--- src/rtl/exc_pkg.sv ---
package exc_pkg;
  localparam int NSRC       = 4;
  localparam int SLOT_SHIFT = 8;
  localparam int SLOT_W     = 6;

  // source positions in the pending bank, lowest position wins
  localparam int SRC_MCHK  = 0;
  localparam int SRC_FAULT = 1;
  localparam int SRC_EXT   = 2;
  localparam int SRC_DEC   = 3;

  localparam logic [SLOT_W-1:0] SLOT_RST   = 6'd1;
  localparam logic [SLOT_W-1:0] SLOT_MCHK  = 6'd2;
  localparam logic [SLOT_W-1:0] SLOT_FAULT = 6'd7;
  localparam logic [SLOT_W-1:0] SLOT_EXT   = 6'd5;
  localparam logic [SLOT_W-1:0] SLOT_DEC   = 6'd9;

  function automatic logic [SLOT_W-1:0] slot_of(input logic [1:0] src);
    case (src)
      2'd0:    slot_of = SLOT_MCHK;
      2'd1:    slot_of = SLOT_FAULT;
      2'd2:    slot_of = SLOT_EXT;
      default: slot_of = SLOT_DEC;
    endcase
  endfunction
endpackage

--- src/rtl/exc_pend_bank.sv ---
module exc_pend_bank #(
  parameter int N = 4
) (
  input  logic         clk,
  input  logic         rst_n,
  input  logic         flush,
  input  logic [N-1:0] set_i,
  input  logic [N-1:0] clr_i,
  output logic [N-1:0] pend_o
);
  for (genvar g = 0; g < N; g++) begin : g_flag
    always_ff @(posedge clk or negedge rst_n) begin
      if (!rst_n)
        pend_o[g] <= 1'b0;
      else if (flush)
        pend_o[g] <= 1'b0;
      else
        pend_o[g] <= (pend_o[g] & ~clr_i[g]) | set_i[g];
    end
  end
endmodule

--- src/rtl/exc_prio_pick.sv ---
module exc_prio_pick #(
  parameter int N = 4,
  localparam int IW = (N > 1) ? $clog2(N) : 1
) (
  input  logic [N-1:0]  req_i,
  output logic [N-1:0]  gnt_o,
  output logic          any_o,
  output logic [IW-1:0] idx_o
);
  logic [N-1:0] blocked;

  assign blocked[0] = 1'b0;
  for (genvar g = 1; g < N; g++) begin : g_chain
    assign blocked[g] = blocked[g-1] | req_i[g-1];
  end

  assign gnt_o = req_i & ~blocked;
  assign any_o = |req_i;

  always_comb begin
    idx_o = '0;
    for (int i = 0; i < N; i++) begin
      if (gnt_o[i]) idx_o = IW'(i);
    end
  end
endmodule

--- src/rtl/exc_msr_ctl.sv ---
module exc_msr_ctl (
  input  logic       clk,
  input  logic       rst_n,
  input  logic       sys_rst,
  input  logic       take,
  input  logic       rfe,
  input  logic       wr,
  input  logic [1:0] wdata,
  input  logic       mchk_req,
  output logic       ee,
  output logic       me,
  output logic [1:0] shadow,
  output logic       halted
);
  always_ff @(posedge clk or negedge rst_n) begin
    if (!rst_n) begin
      ee     <= 1'b0;
      me     <= 1'b0;
      shadow <= 2'b00;
      halted <= 1'b0;
    end else if (sys_rst) begin
      ee     <= 1'b0;
      me     <= 1'b0;
      shadow <= 2'b00;
      halted <= 1'b0;
    end else begin
      if (take) begin
        shadow <= {ee, me};
        ee     <= 1'b0;
        me     <= 1'b0;
      end else if (rfe) begin
        ee <= shadow[1];
        me <= shadow[0];
      end else if (wr) begin
        ee <= wdata[1];
        me <= wdata[0];
      end
      if (mchk_req && !me) halted <= 1'b1;
    end
  end
endmodule

--- src/rtl/exc_vector_unit.sv ---
module exc_vector_unit #(
  parameter int          ADDR_W   = 32,
  parameter logic [31:0] VEC_BASE = 32'h0001_C000
) (
  input  logic              clk,
  input  logic              rst_n,
  input  logic              sys_rst_req,
  input  logic              mchk_req,
  input  logic              fault_req,
  input  logic              ext_req,
  input  logic              dec_req,
  input  logic              msr_wr,
  input  logic [1:0]        msr_wdata,
  input  logic              rfe_strobe,
  output logic              vec_valid,
  input  logic              vec_ready,
  output logic [ADDR_W-1:0] vec_addr,
  output logic              msr_ee,
  output logic              msr_me,
  output logic              checkstop
);
  import exc_pkg::*;
  localparam int IW = $clog2(NSRC);

  logic [NSRC-1:0] pend, set_v, enab, live, gnt;
  logic            any_live, take;
  logic [IW-1:0]   sel;
  logic [1:0]      msr_shadow;
  logic [SLOT_W-1:0] slot;

  assign set_v[SRC_MCHK]  = mchk_req & msr_me;
  assign set_v[SRC_FAULT] = fault_req;
  assign set_v[SRC_EXT]   = ext_req;
  assign set_v[SRC_DEC]   = dec_req;

  assign enab[SRC_MCHK]  = msr_me;
  assign enab[SRC_FAULT] = 1'b1;
  assign enab[SRC_EXT]   = msr_ee;
  assign enab[SRC_DEC]   = msr_ee;

  assign live = pend & enab;

  exc_pend_bank #(.N(NSRC)) pend_i (
    .clk(clk), .rst_n(rst_n), .flush(sys_rst_req),
    .set_i(set_v), .clr_i(gnt & {NSRC{take}}), .pend_o(pend)
  );

  exc_prio_pick #(.N(NSRC)) pick_i (
    .req_i(live), .gnt_o(gnt), .any_o(any_live), .idx_o(sel)
  );

  exc_msr_ctl msr_i (
    .clk(clk), .rst_n(rst_n), .sys_rst(sys_rst_req), .take(take),
    .rfe(rfe_strobe), .wr(msr_wr), .wdata(msr_wdata), .mchk_req(mchk_req),
    .ee(msr_ee), .me(msr_me), .shadow(msr_shadow), .halted(checkstop)
  );

  assign vec_valid = sys_rst_req | (~checkstop & any_live);
  assign take      = vec_valid & vec_ready & ~sys_rst_req;
  assign slot      = sys_rst_req ? SLOT_RST : slot_of(2'(sel));
  assign vec_addr  = ADDR_W'(VEC_BASE) + (ADDR_W'(slot) << SLOT_SHIFT);
endmodule

--- config.mk ---
export PLATFORM = sky130hd
export DESIGN_NAME = exc_vector_unit
export DESIGN_NICKNAME = d
export VERILOG_FILES = /design/src/rtl/exc_pkg.sv /design/src/rtl/exc_pend_bank.sv /design/src/rtl/exc_prio_pick.sv /design/src/rtl/exc_msr_ctl.sv /design/src/rtl/exc_vector_unit.sv
export SDC_FILE = /design/constraint.sdc
export NUM_CORES = 1
export LEC_CHECK = 0
export BUFFER_PORTS_ARGS = -buffer_cell sky130_fd_sc_hd__buf_2
export CORE_MARGIN = 3
export CORE_UTILIZATION = 43
export CTS_CLUSTER_DIAMETER = 80
export DETAILED_ROUTE_END_ITERATION = 10
export PLACE_DENSITY = 0.81
export REMOVE_ABC_BUFFERS = 1
export SLEW_MARGIN = 15
export SYNTH_ARGS = -nofsm -noshare
export SYNTH_HDL_FRONTEND = slang
export SYNTH_HIERARCHICAL = 1
export SYNTH_SLANG_ARGS = --single-unit
--- constraint.sdc ---
create_clock -name clk -period 2.35 [get_ports clk]
set_input_delay 0.47 -clock clk [delete_from_list [all_inputs] [get_ports clk]]
set_output_delay 0.47 -clock clk [all_outputs]
set_load 0.05 [all_outputs]
# Yosys cells after proc, flatten, opt, wreduce, memory -nomap -nowiden
# Index checks and enable logic that the tools add are counted.
[totals] regBits=9 input_bits=12 output_inout_bits=36 word_cells=64
[op_classes] addsub=1 eq_ne=2 n_mux=21 bitwise_logic=25 n_reduce_logical=7
[ops] cell="17-bit by 14-bit adder with 18-bit output, first input constant" count=1
[ops] cell="1-bit 2-to-1 mux" count=15
[ops] cell="4-bit bitwise AND" count=3
[ops] cell="4-bit case mux with 3 select lines" count=1
[ops] cell="1-bit bitwise AND" count=8
[ops] cell="2-bit 2-to-1 mux" count=4
[ops] cell="1-bit OR" count=7
[ops] cell="6-bit 2-to-1 mux" count=1
[ops] cell="1-bit inverter" count=6
[ops] cell="4-bit inverter" count=1
[ops] cell="2-bit nonzero test" count=2
[ops] cell="4-bit nonzero test" count=1
[ops] cell="4-bit OR reduction" count=1
[ops] cell="2-bit by 1-bit equality test with 1-bit output, second input constant" count=1
[ops] cell="2-bit equality test, second input constant" count=1
[ops] cell="2-bit zero test" count=1
[ops] cell="1-bit logical AND" count=1
[ops] cell="1-bit zero test" count=1

# Longest topological paths before layout
# Gate-level depths: netlist of run 1.
[depth] word_depth=12 ltp_mapped=7

# By module
# Netlist of run 1, hierarchy kept.
[by_module_without_submodules] mod="exc_vector_unit" instances=1 cells_per_inst=52 area_each_um2=381.6
[by_module_without_submodules] mod="exc_msr_ctl" instances=1 cells_per_inst=19 area_each_um2=234.0
[by_module_without_submodules] mod="exc_pend_bank" instances=1 cells_per_inst=16 area_each_um2=160.2
[by_module_without_submodules] mod="exc_prio_pick" instances=1 cells_per_inst=10 area_each_um2=58.8

# Worst setup path after synthesis of run 1
# OpenSTA, ideal clock, no wires.
[synth_path] path_type="reg2out" start="reg msr_i.ee" end="out vec_addr[9]" arrival_time_ns=2.431 slack_ns=-0.551 stages_incl_launch_ff=7 path_cell_list="dfrtp_1 > and2_1 > nand2b_1 > a21oi_1 > ha_1 > nor2_1 > nor3_1"
[synth_between] elab_chain_len=9 word_cells_on_any_way=12 cone_classes="1 x add/sub; 2 x eq/ne; 4 x mux; 4 x bitwise; 1 x reduce/logical"
[synth_rtl] element="from (decl)" line_no="exc_msr_ctl.sv:10" rtl="output logic ee,"
[synth_rtl] element="from (signal assigned)" line_no="exc_msr_ctl.sv:32" rtl="ee <= shadow[1];"
[synth_rtl] element="from (signal assigned)" line_no="exc_msr_ctl.sv:35" rtl="ee <= wdata[1];"
[synth_rtl] element="4-bit bitwise AND *" line_no="exc_vector_unit.sv:41" rtl="assign live = pend & enab;"
[synth_rtl] element="via live[2]" line_no="exc_vector_unit.sv:25" rtl="logic [NSRC-1:0] pend, set_v, enab, live, gnt;"
[synth_rtl] element="1-bit OR" line_no="exc_prio_pick.sv:14" rtl="assign blocked[g] = blocked[g-1] | req_i[g-1];"
[synth_rtl] element="4-bit inverter" line_no="exc_prio_pick.sv:17" rtl="assign gnt_o = req_i & ~blocked;"
[synth_rtl] element="4-bit bitwise AND *" line_no="exc_prio_pick.sv:17"
[synth_rtl] element="2-bit 2-to-1 mux *" line_no="exc_prio_pick.sv:23" rtl="if (gnt_o[i]) idx_o = IW'(i);"
[synth_rtl] element="via sel[0]" line_no="exc_vector_unit.sv:27" rtl="logic [IW-1:0] sel;"
[synth_rtl] element="2-bit equality test (tied with other cells)" line_no="exc_pkg.sv:19" rtl="case (src)"
[synth_rtl] element="4-bit case mux with 3 select lines *" line_no="exc_pkg.sv:19"
[synth_rtl] element="6-bit 2-to-1 mux *" line_no="exc_vector_unit.sv:60" rtl="assign slot = sys_rst_req ? SLOT_RST : slot_of(2'(sel));"
[synth_rtl] element="17-bit by 14-bit adder with 18-bit output *" line_no="exc_vector_unit.sv:61" rtl="assign vec_addr = ADDR_W'(VEC_BASE) + (ADDR_W'(slot) << SLOT_SHIFT);"
[synth_rtl] element="to (decl)" line_no="exc_vector_unit.sv:17" rtl="output logic [ADDR_W-1:0] vec_addr,"
# Mark *: on every way through the listed nets, which the timed path passes. The rest lies on a longest branch.

# Final worst setup path of run 1
[layout_path] start="reg msr_i.me" end="out vec_valid"
[layout_between] elab_chain_len=4
[layout_rtl] element="from (decl)" line_no="exc_msr_ctl.sv:11" rtl="output logic me,"
[layout_rtl] element="from (signal assigned)" line_no="exc_msr_ctl.sv:33" rtl="me <= shadow[0];"
[layout_rtl] element="from (signal assigned)" line_no="exc_msr_ctl.sv:36" rtl="me <= wdata[0];"
[layout_rtl] element="4-bit bitwise AND" line_no="exc_vector_unit.sv:41"
[layout_rtl] element="via live[0]" line_no="exc_vector_unit.sv:25"
[layout_rtl] element="4-bit OR reduction" line_no="exc_prio_pick.sv:18" rtl="assign any_o = |req_i;"
[layout_rtl] element="via any_live" line_no="exc_vector_unit.sv:26" rtl="logic any_live, take;"
[layout_rtl] element="1-bit bitwise AND" line_no="exc_vector_unit.sv:58" rtl="assign vec_valid = sys_rst_req | (~checkstop & any_live);"
[layout_rtl] element="1-bit OR" line_no="exc_vector_unit.sv:58"
[layout_rtl] element="to (decl)" line_no="exc_vector_unit.sv:15" rtl="output logic vec_valid,"
# The timed path passes the listed nets, and every way through them passes these cells.

==> impl_metrics.csv, run 1 <==
group,metric,value,unit
timing,hold_viol,0,
timing,rsz0062_at_grt,"yes",
clock_tree,cts_num_sinks,9,
final_layout,antenna-diode-count,0,
synthesis,yosysSeqAreaShare,0.2699,
route,vias_per_cell,4.315,
synthesis,synth_compound_area_frac,0.08096,
synthesis,synth_common_cells,"buf_4 (29), inv_1 (10), dfrtp_1 (9)",
clock_tree,cts.reportedPaths.clkPinSlew,0.06,ns
clock_tree,cts_root_buf,"clkbuf_4",
timing,setup_ws,0.07318,ns
global_route,grt_pass1_wl,2318,µm
place,gp_congestion,0.6875,
place,place_ws,0.1262,ns
route,ant_nets,0,
die,core_area,1783,µm²
clock_tree,cts_max_path_buffers,2,
final_layout,nNetsFinal,135,
synthesis,synthCells,97,
synthesis,synthMuxAreaShare,0.04798,
route,dr.pass1.iters,4,
synthesis,synth_fa_ha_area_frac,0.05997,
setup_path,end_kind,"output port",
synthesis,yosys_most_used_dff,"dfrtp_1",
synthesis,synthXorXnorAreaFrac,0,
timing,clock_skew,0.001059,ns
setup_path,cpMaxStageDelayCell,"or4_1",
synthesis,synth_top_cell_area_share,0.2699,
die,rows,15,
setup_path,cp_max_fo,7,
route,drtIter0Drc,4,
timing,finalSetupViolations,0,
global_route,grt_pass1_vias,592,
route,drc,0,
setup_path,worst_ep_arrival_time,1.81,ns
pwr,peakVddDrop,0.0002717,V
synthesis,synth_top_area_cell,"dfrtp_1",
die,die-area,2506,µm²
global_route,grtUsageTotal,0.1226,
global_route,grt_max_degree,16,
clock_tree,htree_levels,1,
place,port_buffers,19,
die,die_w,50.06,µm
global_route,grt_overflow,0,
synthesis,synth-edff-count,0,
place,dp_hpwl,1119,µm
final_layout,drive_above_1_share,0.2881,
synthesis,synth_top_family_by_area,"buffers and inverters",
route,wl_per_cell,10.10,µm
synthesis,synthArstFlopShare,1.000,
setup_path,critPathMaxStageDelay,0.55,ns
route,vias,617,
setup_path,cp-start-kind,"flop",
synthesis,synth_most_common_cell,"buf_4",
synthesis,synth_simple_gate_area_frac,0.2264,
run,drv_cap,0,
clock_tree,clock_latency,0.26,ns
clock_tree,numCtsBuffers,3,
setup_path,crit_type,"flop to output port",
pwr,power,505.6,µW
timing,fin_crit_sh,0.9689,
synthesis,synth.avg_cell_area,8.604,µm²
synthesis,yosys-top-cells-area,"dfrtp_1 (27%), buf_4 (26%), and2_1 (6.0%), ha_1 (6.0%), nand2b_1 (5.2%)",
pwr,p_leak,0.4960,nW
synthesis,synthDistinctLibCells,19,
final_layout,area_growth,10.94,%
synthesis,yosys_warnings,6,
pwr,cellPowerDensity,546.0,nW/µm²
route,routed_wirelength,1444,µm
die,start_util,0.4681,
setup_path,crit_chain,"and2_4 -> or4_1 -> a21o_1 -> buf_2",
die,fp.dieH,50.06,µm
clock_tree,cts_tree,"yes",
setup_path,cp.required,1.88,ns
die,io_pins,48,
synthesis,synth_area,834.6,µm²
timing,min_period,2.277,ns
global_route,antenna_found_initial,0,
synthesis,ys_ff_latch,9,
timing,drv_slew,0,
run_status,status,"finished, final reports clean",
hold_path,min_path_type,"input pin to asynchronous set/reset pin",
timing,max_freq,439.2,MHz
==> routing by layer <==
metal	global-route usage	routed length [µm]
met1	0.1278	538
met2	0.2217	731
met3	0.01813	144
met4	0.08295	29
met5	0	0
==> cell usage in the layout (no fill, tap or decap), drive strengths merged <==
cell type  netlist  routed
conb             2      28
buf             29      20
inv             10      10
dfrtp            9       9
and2             8       8
nand2b           7       7
a21oi            6       6
nor2             5       5
mux2i            4       4
ha               4       4
clkbuf           0       4
nor2b            3       3
a2111oi          2       2
nor3             2       2
a21o             1       1
and4bb           1       1
and2b            1       1
nor4b            1       1
nor3b            1       1
or4              1       1
==> state kept, by name (all words and copies together), names as in the netlist <==
register / count
msr_i/shadow: 2
msr_i/me: 1
msr_i/ee: 1
msr_i/halted: 1
pend_i/pend_o: 4
==> where the power goes <==
| group | switching [mW] | internal (mW) |
|---|---|---|
| Sequential | 0.00725 | 0.163 |
| Combinational | 0.173 | 0.0442 |
| Clock | 0.0526 | 0.0653 |
==> area by class of cell <==
type,instances,area (µm²)
clock buffers,4,26.28
fillers,182,857.1
inverters,10,37.54
multi-input cells,75,494.2
flip-flops and latches,9,225.2
well taps,25,31.28
repair buffers,20,111.4
==> final timing paths <==
path	from	end	slack [ns]	depth (start not counted)
worst max-delay path	msr_i/me	vec_valid	0.07	4
worst min-delay path	rst_n	pend_i/pend_o[2]	0.05	1
worst max register to register	msr_i/me	pend_i/pend_o[0]	0.37	6
worst min register to register	msr_i/shadow[1]	msr_i/shadow[1]	0.53	2
max in group asynchronous	rst_n	msr_i/halted	2.12	1
min in group clk	dec_req	pend_i/pend_o[3]	0.44	3
==> what timing repair did <==
item | 4_1_cts | 5_1_grt
cloned | 0 | 0
endpoints found under the setup margin | 3 | 4
pin swaps | 1 | 1
buffers inserted | 1 | 0
resized for setup | 3 | 12
hold buffers | 0 | 0
==> worst max-delay path, delay by kind of cell, from the launching register on <==
| family | cells | cell delay [ns] |
|---|---|---|
| AOI/OAI and AO/OA | 1 | 0.17 |
| and+or+nand+nor | 2 | 0.74 |
| DFF | 1 | 0.43 |
| buffers and inverters | 1 | 0.20 |
==> kinds of logic (layout without fill, tap and decap cells) <==
kind of cell	after synthesis	count (layout)
AO/OA/AOI/OAI	9	9
adder cells (fa/ha/maj)	4	4
buffers and inverters	39	34
flip-flops	9	9
multiplexers	4	4
other	2	28
AND/OR/NAND/NOR	30	30
==> through the flow <==
step	TNS, ns	instances	cell area, µm²	hold WS (ns)	util
2_1_floorplan	-0.9124	94	714.4	0.1744	-
3_3_place_gp	0	138	840.8	0.3288	0.4716
3_5_place_dp	0	138	840.8	0.3335	0.4716
4_1_cts	0	143	885.9	0.04810	0.4968
5_1_grt	-0.01199	143	925.9	0.04882	0.5193
6_report	0	143	925.9	0.05151	0.5193
Note: power is estimated with default switching activity, not from simulation.
==> run 2, diff against run 1 <==
- CAP_MARGIN: unset -> 20
- CORE_MARGIN: 3 -> 1.5
==> run 2 against run 1 <==
Count of clock-buffer cells in the layout unchanged. Cell count up 0.70%. Hold slack better by 0.0043 ns. Largest cell class unchanged.
==> impl_metrics.csv, run 2 (synthesis results as in run 1) <==
group,metric,value,unit
run_status,status,"finished, final reports clean",
place,dp_hpwl,1017,µm
global_route,grt_overflow,0,
setup_path,cpMaxStageDelayCell,"or4_1",
final_layout,nNetsFinal,136,
timing,max_freq,441.8,MHz
clock_tree,cts_tree,"yes",
pwr,cellPowerDensity,539.4,nW/µm²
timing,tns,0,ns
final_layout,top_regs,"pend_i/pend_o (4), msr_i/shadow (2)",
final_layout,largest_reg_flops,4,
timing,whs,0.05581,ns
global_route,grt_max_degree,16,
place,gp_congestion,0.7205,
final_layout,regMostFlops,"pend_i/pend_o",
setup_path,reg2reg_to,"pend_i/pend_o[1]",
die,die_w,47.06,µm
route,drtIter0Drc,8,
final_layout,drive_above_1_share,0.2941,
route,ant_nets,0,
pwr,p_leak,0.4990,nW
place,place_ws,0.1398,ns
setup_path,cp-start-kind,"flop",
final_layout,area_growth,11.69,%
route,vias_per_cell,4.111,
clock_tree,htree_levels,1,
global_route,antenna_found_initial,0,
setup_path,crit_chain,"and2_4 -> or4_1 -> a21o_1 -> buf_2",
timing,rsz0062_at_grt,"no",
final_layout,final_common_cell,"conb_1",
clock_tree,cts.reportedPaths.clkPinSlew,0.06,ns
clock_tree,cts_root_buf,"clkbuf_4",
pwr,power,502.8,µW
die,io_pins,48,
timing,clock_skew,0.001900,ns
route,vias,592,
setup_path,cp_max_fo,7,
timing,setup_ws,0.08671,ns
global_route,grt_pass1_wl,2049,µm
setup_path,crit_type,"flop to output port",
timing,finalSetupViolations,0,
clock_tree,ctsHoldBuffers,0,
pwr,peakVddDrop,0.0003341,V
global_route,grtUsageTotal,0.1336,
setup_path,end_kind,"output port",
die,core_area,1783,µm²
route,drc,0,
clock_tree,clock_latency,0.26,ns
die,die-area,2214,µm²
setup_path,cp.required,1.88,ns
clock_tree,cts_max_path_buffers,2,
timing,drv_slew,0,
global_route,grt_pass1_vias,519,
setup_path,timing.rr.start,"msr_i/me",
route,routed_wirelength,1319,µm
route,dr.pass1.iters,2,
place,port_buffers,19,
die,fp.dieH,47.06,µm
final_layout,stdcell_area,932.1,µm²
route,wl_per_cell,9.160,µm
clock_tree,cts_num_sinks,9,
die,start_util,0.4681,
die,rows,15,
setup_path,rr_worst_depth,6,
timing,hold_viol,0,
setup_path,critPathMaxStageDelay,0.55,ns
timing,fin_crit_sh,0.9631,
final_layout,antenna-diode-count,0,
final_layout,layout_common_cells,"conb_1 (28), buf_2 (16), inv_1 (9), dfrtp_1 (9), nand2b_1 (6)",
hold_path,min_path_type,"input pin to asynchronous set/reset pin",
place,dpl_cell_area,840.8,µm²
run,drv_cap,0,
clock_tree,numCtsBuffers,3,
timing,min_period,2.263,ns
setup_path,worst_ep_arrival_time,1.79,ns
setup_path,r2r_slack,0.38,ns
==> run 2: layout make-up <==
cell class	count	area, µm²
Fill cell	183	850.8
Multi-Input combinational cell	75	490.5
Sequential cell	9	225.2
Timing Repair Buffer	21	121.4
Inverter	10	37.54
Tap cell	25	31.28
Clock buffer	4	26.28
==> run 2: worst max-delay path, delay by kind of cell, from the launching register on <==
kind                   cells  cell delay, ns
AND/OR/NAND/NOR            2            0.74
flip-flops                 1            0.42
buffers and inverters      1            0.20
AO/OA/AOI/OAI              1            0.18
==> run 2: layer usage <==
layer  up-vias  global-route usage  share of wire
met5         -                   0              0
met4         0             0.06667              0
met3         0             0.02308          0.070
met2        38              0.2384           0.49
met1       259              0.1524           0.44
li1        295                   -              -
==> run 2: worst max path at each step <==
stage / from / endpoint / slack, ns / cells after the start
after floorplan: msr_i/ee / vec_addr[9] / -0.55 / 6
after global placement: msr_i/ee / vec_addr[10] / 0.21 / 7
after detailed placement: msr_i/ee / vec_addr[10] / 0.14 / 7
after CTS: msr_i/me / vec_valid / 0.008 / 4
after global routing: msr_i/me / vec_valid / 0.007 / 4
final: msr_i/me / vec_valid / 0.09 / 4
==> run 2: power breakdown <==
group / total [mW] / internal [mW] / switching, mW
Sequential: 0.170 / 0.163 / 0.00720
Clock: 0.117 / 0.0653 / 0.0522
Combinational: 0.215 / 0.0440 / 0.171
Total: 0.503 / 0.272 / 0.231
==> run 2: timing repair <==
action	CTS	global route
endpoints found under the setup margin	3	5
gates resized for setup	3	13
buffers inserted	2	0
pin swaps	1	1
==> run 2: through the flow <==
stage	instances	util
after global routing	144	0.5228
final	144	0.5228
after global placement	138	0.4716
after detailed placement	138	0.4716
after CTS	144	0.5011
after floorplan	94	-
